===== config.mk =====
export PLATFORM = sky130hd
export DESIGN_NAME = shift_unit
export DESIGN_NICKNAME = d
export VERILOG_FILES = /design/src/rtl/shift_pkg.sv /design/src/rtl/shift_count_decode.sv /design/src/rtl/shift_lane.sv /design/src/rtl/shift_flag_gen.sv /design/src/rtl/shift_unit.sv
export SDC_FILE = /design/constraint.sdc
export NUM_CORES = 1
export LEC_CHECK = 0
export BUFFER_PORTS_ARGS = -buffer_cell sky130_fd_sc_hd__buf_2
export CORE_UTILIZATION = 45
export CTS_CLUSTER_DIAMETER = 30
export DETAILED_ROUTE_END_ITERATION = 7
export SYNTH_ARGS = -nofsm -noshare
export SYNTH_HDL_FRONTEND = slang
export SYNTH_SLANG_ARGS = --single-unit

===== constraint.sdc =====
create_clock -name clk -period 0.83 [get_ports clk]
set_input_delay 0.1245 -clock clk [delete_from_list [all_inputs] [get_ports clk]]
set_output_delay 0.1245 -clock clk [all_outputs]
set_load 0.005 [all_outputs]

===== src/rtl/shift_pkg.sv =====
package shift_pkg;

  localparam int CNT_W = 8;

  typedef enum logic [1:0] {
    WSEL_8   = 2'd0,
    WSEL_16  = 2'd1,
    WSEL_32  = 2'd2,
    WSEL_32B = 2'd3
  } wsel_e;

  typedef struct packed {
    logic             left;
    logic             zero;
    logic [CNT_W-1:0] mag;
  } cnt_info_t;

endpackage


===== src/rtl/shift_count_decode.sv =====
module shift_count_decode
  import shift_pkg::*;
(
  input  logic [CNT_W-1:0] count,
  output cnt_info_t        info
);

  logic negative;

  always_comb begin
    negative  = count[CNT_W-1];
    info.zero = (count == '0);
    info.left = !negative && (count != '0);
    // magnitude of -128 is 128, which still fits unsigned in CNT_W bits
    info.mag  = negative ? (~count + 1'b1) : count;
  end

endmodule


===== src/rtl/shift_lane.sv =====
module shift_lane
  import shift_pkg::*;
#(
  parameter int LANE_W = 8
) (
  input  logic [LANE_W-1:0] op,
  input  cnt_info_t         ci,
  input  logic              arith,
  output logic [LANE_W-1:0] res,
  output logic              carry,
  output logic              ovf
);

  localparam int               SH_W = $clog2(LANE_W);
  localparam logic [CNT_W-1:0] W_C  = CNT_W'(LANE_W);

  logic                     big;
  logic                     beyond;
  logic                     sgn;
  logic [SH_W-1:0]          sh;
  logic [LANE_W-1:0]        top_mask;
  logic [CNT_W-1:0]         lpos;
  logic [CNT_W-1:0]         rpos;
  logic [LANE_W-1:0]        ltap;
  logic [LANE_W-1:0]        rtap;
  logic signed [LANE_W-1:0] sop;
  logic signed [LANE_W-1:0] sra;

  always_comb begin
    big      = (ci.mag >= W_C);
    beyond   = (ci.mag > W_C);
    sgn      = op[LANE_W-1];
    sh       = ci.mag[SH_W-1:0];
    // ones in the top min(mag, LANE_W) positions
    top_mask = ~({LANE_W{1'b1}} >> ci.mag);
    lpos     = W_C - ci.mag;
    rpos     = ci.mag - 1'b1;
    ltap     = op >> lpos;
    rtap     = op >> rpos;
    sop      = op;
    sra      = sop >>> sh;
  end

  always_comb begin
    res   = op;
    carry = 1'b0;
    ovf   = 1'b0;
    if (!ci.zero) begin
      if (ci.left) begin
        res   = big ? '0 : (op << sh);
        carry = beyond ? 1'b0 : ltap[0];
        if (arith) begin
          ovf = sgn ? ((op & top_mask) != top_mask)
                    : ((op & top_mask) != '0);
        end
      end else begin
        if (big) begin
          res = arith ? {LANE_W{sgn}} : '0;
        end else begin
          res = arith ? LANE_W'(sra) : (op >> sh);
        end
        carry = beyond ? 1'b0 : rtap[0];
      end
    end
  end

endmodule


===== src/rtl/shift_flag_gen.sv =====
module shift_flag_gen #(
  parameter int DATA_W    = 32,
  parameter int NUM_LANES = 3,
  parameter int LSEL_W    = 2
) (
  input  logic [DATA_W-1:0] res,
  input  logic [LSEL_W-1:0] lane,
  output logic              sign,
  output logic              zero
);

  logic [NUM_LANES-1:0] msbs;

  for (genvar g = 0; g < NUM_LANES; g++) begin : g_msb
    assign msbs[g] = res[(8 << g) - 1];
  end

  always_comb begin
    sign = msbs[lane];
    zero = (res == '0);
  end

endmodule


===== src/rtl/shift_unit.sv =====
module shift_unit
  import shift_pkg::*;
#(
  parameter int DATA_W = 32
) (
  input  logic              clk,
  input  logic              rst_n,
  input  logic              in_valid,
  input  logic [DATA_W-1:0] in_data,
  input  logic [CNT_W-1:0]  in_count,
  input  logic [1:0]        in_width,
  input  logic              in_arith,
  output logic              out_valid,
  output logic [DATA_W-1:0] out_data,
  output logic              out_carry,
  output logic              out_ovf,
  output logic              out_sign,
  output logic              out_zero
);

  localparam int NUM_LANES = $clog2(DATA_W / 8) + 1;
  localparam int LSEL_W    = (NUM_LANES > 1) ? $clog2(NUM_LANES) : 1;

  cnt_info_t          ci;
  logic [DATA_W-1:0]  lane_res [NUM_LANES];
  logic [NUM_LANES-1:0] lane_cy;
  logic [NUM_LANES-1:0] lane_ov;
  logic [LSEL_W-1:0]  lane_sel;
  logic [DATA_W-1:0]  sel_res;
  logic               sel_sign;
  logic               sel_zero;

  logic               vld_q;
  logic [DATA_W-1:0]  data_q, data_d;
  logic               cy_q, cy_d;
  logic               ov_q, ov_d;
  logic               s_q, s_d;
  logic               z_q, z_d;

  shift_count_decode u_dec (
    .count (in_count),
    .info  (ci)
  );

  for (genvar g = 0; g < NUM_LANES; g++) begin : g_lane
    localparam int LW = 8 << g;
    logic [LW-1:0] r;
    logic          c;
    logic          o;
    shift_lane #(.LANE_W(LW)) u_lane (
      .op    (in_data[LW-1:0]),
      .ci    (ci),
      .arith (in_arith),
      .res   (r),
      .carry (c),
      .ovf   (o)
    );
    assign lane_res[g] = DATA_W'(r);
    assign lane_cy[g]  = c;
    assign lane_ov[g]  = o;
  end

  always_comb begin
    if (int'(in_width) >= NUM_LANES - 1) begin
      lane_sel = LSEL_W'(NUM_LANES - 1);
    end else begin
      lane_sel = LSEL_W'(in_width);
    end
    sel_res = lane_res[lane_sel];
  end

  shift_flag_gen #(
    .DATA_W    (DATA_W),
    .NUM_LANES (NUM_LANES),
    .LSEL_W    (LSEL_W)
  ) u_flags (
    .res  (sel_res),
    .lane (lane_sel),
    .sign (sel_sign),
    .zero (sel_zero)
  );

  // next-state
  always_comb begin
    data_d = sel_res;
    cy_d   = lane_cy[lane_sel];
    ov_d   = lane_ov[lane_sel];
    s_d    = sel_sign;
    z_d    = sel_zero;
  end

  // registers, loaded only on an accepted operation
  always_ff @(posedge clk or negedge rst_n) begin
    if (!rst_n) begin
      vld_q  <= 1'b0;
      data_q <= '0;
      cy_q   <= 1'b0;
      ov_q   <= 1'b0;
      s_q    <= 1'b0;
      z_q    <= 1'b0;
    end else begin
      vld_q <= in_valid;
      if (in_valid) begin
        data_q <= data_d;
        cy_q   <= cy_d;
        ov_q   <= ov_d;
        s_q    <= s_d;
        z_q    <= z_d;
      end
    end
  end

  assign out_valid = vld_q;
  assign out_data  = data_q;
  assign out_carry = cy_q;
  assign out_ovf   = ov_q;
  assign out_sign  = s_q;
  assign out_zero  = z_q;

  // ---------------- assertions ----------------
  a_r1_valid_latency: assert property (@(posedge clk) disable iff (!rst_n)
    in_valid |=> out_valid);

  a_r1_idle_hold: assert property (@(posedge clk) disable iff (!rst_n)
    !in_valid |=> (!out_valid && $stable(out_data) && $stable(out_carry)));

  a_r3_zero_count_flags: assert property (@(posedge clk) disable iff (!rst_n)
    (in_valid && in_count == '0) |=> (!out_carry && !out_ovf));

  a_r4_logic_no_overflow: assert property (@(posedge clk) disable iff (!rst_n)
    (in_valid && !in_arith) |=> !out_ovf);

  a_r8_arith_right_no_overflow: assert property (@(posedge clk) disable iff (!rst_n)
    (in_valid && in_arith && in_count[CNT_W-1]) |=> !out_ovf);

  a_r9_zero_flag: assert property (@(posedge clk) disable iff (!rst_n)
    out_valid |-> (out_zero == (out_data == '0)));

  a_r10_narrow_upper_zero: assert property (@(posedge clk) disable iff (!rst_n)
    (in_valid && in_width == WSEL_8) |=> (out_data[DATA_W-1:8] == '0));

  a_r11_far_carry_zero: assert property (@(posedge clk) disable iff (!rst_n)
    (in_valid && (int'(ci.mag) > (8 << lane_sel))) |=> !out_carry);

endmodule


==> out/summary.json, run 1 <==
{
  "synthesis.nets": 1287,
  "synth.avg_cell_area_sq_um": 7.37,
  "worst_endpoint_after_grt_repair": "out_zero$_DFFE_PN0P_/D",
  "cts_inserted_buffers": 5,
  "numClockSinks": 37,
  "die_height_microns": 144,
  "worst_slack_after_detailed_placement_ns": -2.77,
  "synth-warning-count": 0,
  "synth_commonest_cells": "nand2_1 (141), a21oi_1 (100), nor2_1 (92)",
  "synth_cells": 1239,
  "clockRootBuffer": "clkbuf_16",
  "clock_tree.htree_level_count": 2,
  "dp.final_hpwl_mm": 48.5,
  "run_status": "stopped before the end",
  "synth-edff-count": 0,
  "place_congestion": 1.22,
  "rows": 51,
  "seq_area_frac_synth_pct": 10.1,
  "flow.stopped_at": "global routing",
  "gr_usage_total_pct": 78.9,
  "postSynthRegisterBits": 37,
  "yosys-top-cells-area": "mux4_2 (12%), dfrtp_1 (10%), mux2i_1 (7.0%)",
  "largest_net_degree_at_the_start_of_global_routing": 46,
  "ys_dominant_reg_cell": "dfrtp_1",
  "firstError": "[ERROR GRT-0232] Routing congestion too high. Check the congestion heatmap in the GUI.",
  "yosysMostFrequentCell": "nand2_1",
  "grt_remaining_overflow": 133,
  "synth_top_area_share_pct": 12.1,
  "initial_standard_cell_utilization_of_the_core_pct": 46.4,
  "timing.worst_endpoint.kind": "register data pin",
  "synth_area_sq_um": 9130,
  "die_width_microns": 144,
  "clockBufferDepth": 2,
  "port_buffers": 82,
  "ios": 83,
  "synth_largest_area_cell": "mux4_2",
  "postSynth.asyncResetShare_pct": 100,
  "unique_cell_type_count_in_the_yosys_netlist": 90
}
-- through the flow --
stage | cell area (sq um) | setup TNS [ns] | instances
after global placement | 13600 | -79.30 | 1971
after floorplan | 9450 | -67.98 | 1239
after detailed placement | 13600 | -80.33 | 1971
after CTS | 15600 | -66.32 | 2047
-- what timing repair did --
item                                    4_1_cts
pin swaps                                    79
endpoints found under the hold margin        37
hold buffers                                  1
cloned                                        4
endpoints found under the setup margin       73
gates resized for setup                     265
buffers inserted                             77
-- cell families after synthesis --
| logic type | Yosys count | share of synthesized area, % |
|---|---|---|
| AOI/OAI and AO/OA | 446 | 32.8 |
| xor gates and xnor gates | 13 | 1.58 |
| adders and majority gates | 2 | 0.274 |
| buffers and inverters | 177 | 8.76 |
| DFF | 37 | 10.1 |
| muxes | 173 | 26.5 |
| and+or+nand+nor | 391 | 19.9 |
-- routing by layer --
metal | global-route usage (%) | overflow
met2 | 94.1 | 85
met4 | 75.2 | 46
met5 | 25.1 | 0
met1 | 81.3 | 0
met3 | 64.8 | 2
==> run 2, diff against run 1 <==
- CORE_UTILIZATION: 45 -> 30
- CTS_CLUSTER_DIAMETER: 30 -> unset
- PLACE_DENSITY_LB_ADDON: unset -> 0.15
==> out/summary.json, run 2 <==
{
  "run_status": "complete, but fails checks",
  "failed_checks": "negative setup slack",
  "skew_ns": 0,
  "clock_tree.htree_level_count": 2,
  "reg2reg_depth": 2,
  "first_global_vias": 13400,
  "synth_top_area_share_pct": 12.1,
  "route.antenna.remaining_nets": 0,
  "unique_cell_type_count_in_the_yosys_netlist": 90,
  "hold_path.startpoint": "in_valid",
  "clockBufferDepth": 2,
  "worstSetupStartpointType": "input port",
  "design.die.area_sq_um": 31100,
  "gr_usage_total_pct": 42.9,
  "synth.avg_cell_area_sq_um": 7.37,
  "share_of_layout_cells_above_drive_strength_1_pct": 59.7,
  "yosys-top-cells-area": "mux4_2 (12%), dfrtp_1 (10%), mux2i_1 (7.0%)",
  "worst_ep_arrival_time_ns": 3.46,
  "place_congestion": 1.03,
  "largest_register_ff_count": 32,
  "most_frequent_cells_in_the_layout": "buf_4 (536), nand2_1 (127), buf_2 (78)",
  "initial_standard_cell_utilization_of_the_core_pct": 30.6,
  "worst-setup-path-type": "in -> reg",
  "rsz0062_at_grt": "true",
  "hold_slack_ns": 0.239,
  "power.leakage_uw": 0.00741,
  "ios": 83,
  "timing.reg2reg.setup_slack_ns": -0.08,
  "clk_latency_ns": 0.29,
  "worst_setup_hold_path_clk_slew_ns": 0.06,
  "crit_path_end_kind": "register",
  "routed_wirelength_mm": 68.3,
  "core_area_sq_um": 29800,
  "port_buffers": 82,
  "share_clk_of_total_power_pct": 12.0,
  "dr_total_vias": 14400,
  "die_width_microns": 176,
  "yosysMostFrequentCell": "nand2_1",
  "instances_no_fill": 2244,
  "timing.critical_path.cells": "buf_8 > inv_8 > ha_4 > and2b_4 > xor2_4 > buf_4 > buf_6 > buf_12 > mux4_2 > buf_4 > nor2_1 > a31oi_4 > a21oi_4 > o311ai_0 > nor4_1 > nand3_2 > o32ai_2",
  "postSynth.asyncResetShare_pct": 100,
  "power_switching_share_pct": 45.5,
  "hold_violations": 0,
  "worst-path-buf-inv": 6,
  "grt_pass1_wl_mm": 95.5,
  "final.fill_count": 2761,
  "period_share_pct": 392,
  "slew-limit-headroom_pct": 55.3,
  "synth_cells": 1239,
  "max_stage_delay_cell_worst_path": "mux4_2",
  "cell_internal_pwr_uw": 10800,
  "synth_commonest_cells": "nand2_1 (141), a21oi_1 (100), nor2_1 (92)",
  "timing.rr.start": "out_carry",
  "rows": 63,
  "wl_per_cell_microns": 30.4,
  "layout_setup_ws_ns": -2.43,
  "p_sw_uw": 9000,
  "synth_area_sq_um": 9130,
  "power-per-cell-area_nw_per_um2": 1150,
  "drt-initial-drc-count": 2057,
  "ys_dominant_reg_cell": "dfrtp_1",
  "synth-warning-count": 0,
  "critPathMostFrequentCell": "buf_4",
  "largest_net_degree_at_the_start_of_global_routing": 38,
  "clockRootBuffer": "clkbuf_16",
  "grt_remaining_overflow": 0,
  "hold_path_depth": 2,
  "seq_area_frac_synth_pct": 10.1,
  "cts_inserted_buffers": 5,
  "layout.cells.most_common": "buf_4",
  "numClockSinks": 37,
  "max-cap-violations": 0,
  "antenna_violations_before_repair": 3,
  "crit_path_max_fanout": 4,
  "net_total_in_the_final_layout": 1899,
  "cts_tree": "built",
  "final-setup-viol-count": 73,
  "synth_largest_area_cell": "mux4_2",
  "worstMarginPinSlew_ns": 0.663,
  "drv_slew": 0,
  "hold_class": "in -> reg",
  "numPlacedInstances": 2122,
  "finalCriticalPeriod_ns": 3.26,
  "critical_path.reg2reg.endpoint": "out_carry",
  "combPwrFrac_pct": 77.5,
  "postSynthRegisterBits": 37,
  "synthesis.nets": 1287,
  "clock.fmax_mhz": 307,
  "drc_errors": 0,
  "min_delay_worst_endpoint": "out_valid",
  "area_growth_syn_to_layout_pct": 87.9,
  "worst_path_dominant_cell_family": "simple AND/OR/NAND/NOR gates",
  "sequential_cell_fraction_of_total_power_pct": 10.6,
  "dp.final_hpwl_mm": 52.8,
  "routed_via_density": 6.41,
  "die_height_microns": 176,
  "drt_first_pass_iters": 5,
  "peakVddDrop_mv": 0.731,
  "slowest_delay_ns": 0.56,
  "cp_data_required_time_ns": 1.03,
  "synth-edff-count": 0
}
-- run 2: cell counts after synthesis --
Identical to the previous run, type by type.
-- run 2: worst max path at each step --
stage | cells past startpoint | endpoint | from
final | 17 | out_zero | in_count[0]
after global routing | 17 | out_zero | in_count[0]
after CTS | 16 | out_zero | in_count[0]
after detailed placement | 14 | out_zero | in_count[0]
after floorplan | 20 | out_carry | in_count[0]
after global placement | 15 | out_zero | in_count[1]
-- run 2: what timing repair did --
action	in CTS	in global routing
buffers inserted	97	36
endpoints found under the setup margin	73	73
cloned	2	0
resized for setup	287	161
hold endpoints to repair	37	0
hold buffers	1	0
pin swaps	79	68
-- run 2: final cells by class --
| cell class | count | area [sq um] | share of cell area [%] |
|---|---|---|---|
| antenna | 2 | 5.00 | 0.0292 |
| clock buffer | 6 | 139 | 0.810 |
| clock inverter | 2 | 37.5 | 0.219 |
| inverter | 39 | 176 | 1.03 |
| multi-input combinational | 1026 | 9160 | 53.4 |
| sequential | 37 | 927 | 5.41 |
| tap | 390 | 488 | 2.85 |
| timing repair buffer | 742 | 6220 | 36.2 |
-- run 2: cell families after synthesis --
| family | share of synthesized area [%] |
|---|---|
| compound gates | 32.8 |
| simple gates | 19.9 |
| buf+inv | 8.76 |
| mux | 26.5 |
| flops | 10.1 |
| xor+xnor | 1.58 |
| fa+ha+maj | 0.274 |
-- run 2: power groups by stage --
stage / registers (uW) / clock network, uW / logic, uW
after floorplan: 2130 / 0 / 5470
after global placement: 2120 / 0 / 11600
after detailed placement: 2120 / 0 / 11500
after CTS: 2090 / 2410 / 13700
after global routing: 2110 / 2470 / 15700
final: 2090 / 2370 / 15300
-- run 2: per-layer routing --
metal | track usage (%) | share of wire [%] | wire length (microns)
met1 | 57.6 | 40 | 27500
met2 | 62.7 | 41 | 28100
met3 | 12.3 | 13 | 8630
met4 | 20.6 | 6.0 | 4060
met5 | 0 | 0.018 | 12
-- run 2: worst reg2reg max path, delay by kind of cell (launching register included) --
family / cells / cell delay (ns)
compound gates: 1 / 0.20
flops: 1 / 0.45
simple gates: 1 / 0.15
-- run 2: stage by stage --
stage | TNS [ns] | utilization, % | total power (uW) | setup slack [ns] | cell area [sq um]
after floorplan | -67.98 | - | 7610 | -2.95 | 9450
after global placement | -86.59 | 46.9 | 13700 | -3.05 | 14000
after detailed placement | -87.31 | 46.9 | 13700 | -3.12 | 14000
after CTS | -69.35 | 54.6 | 18200 | -2.29 | 16300
after global routing | -74.49 | 57.5 | 20300 | -2.45 | 17100
final | -71.63 | 57.6 | 19800 | -2.43 | 17200
Power figures use the tool's default switching activity.
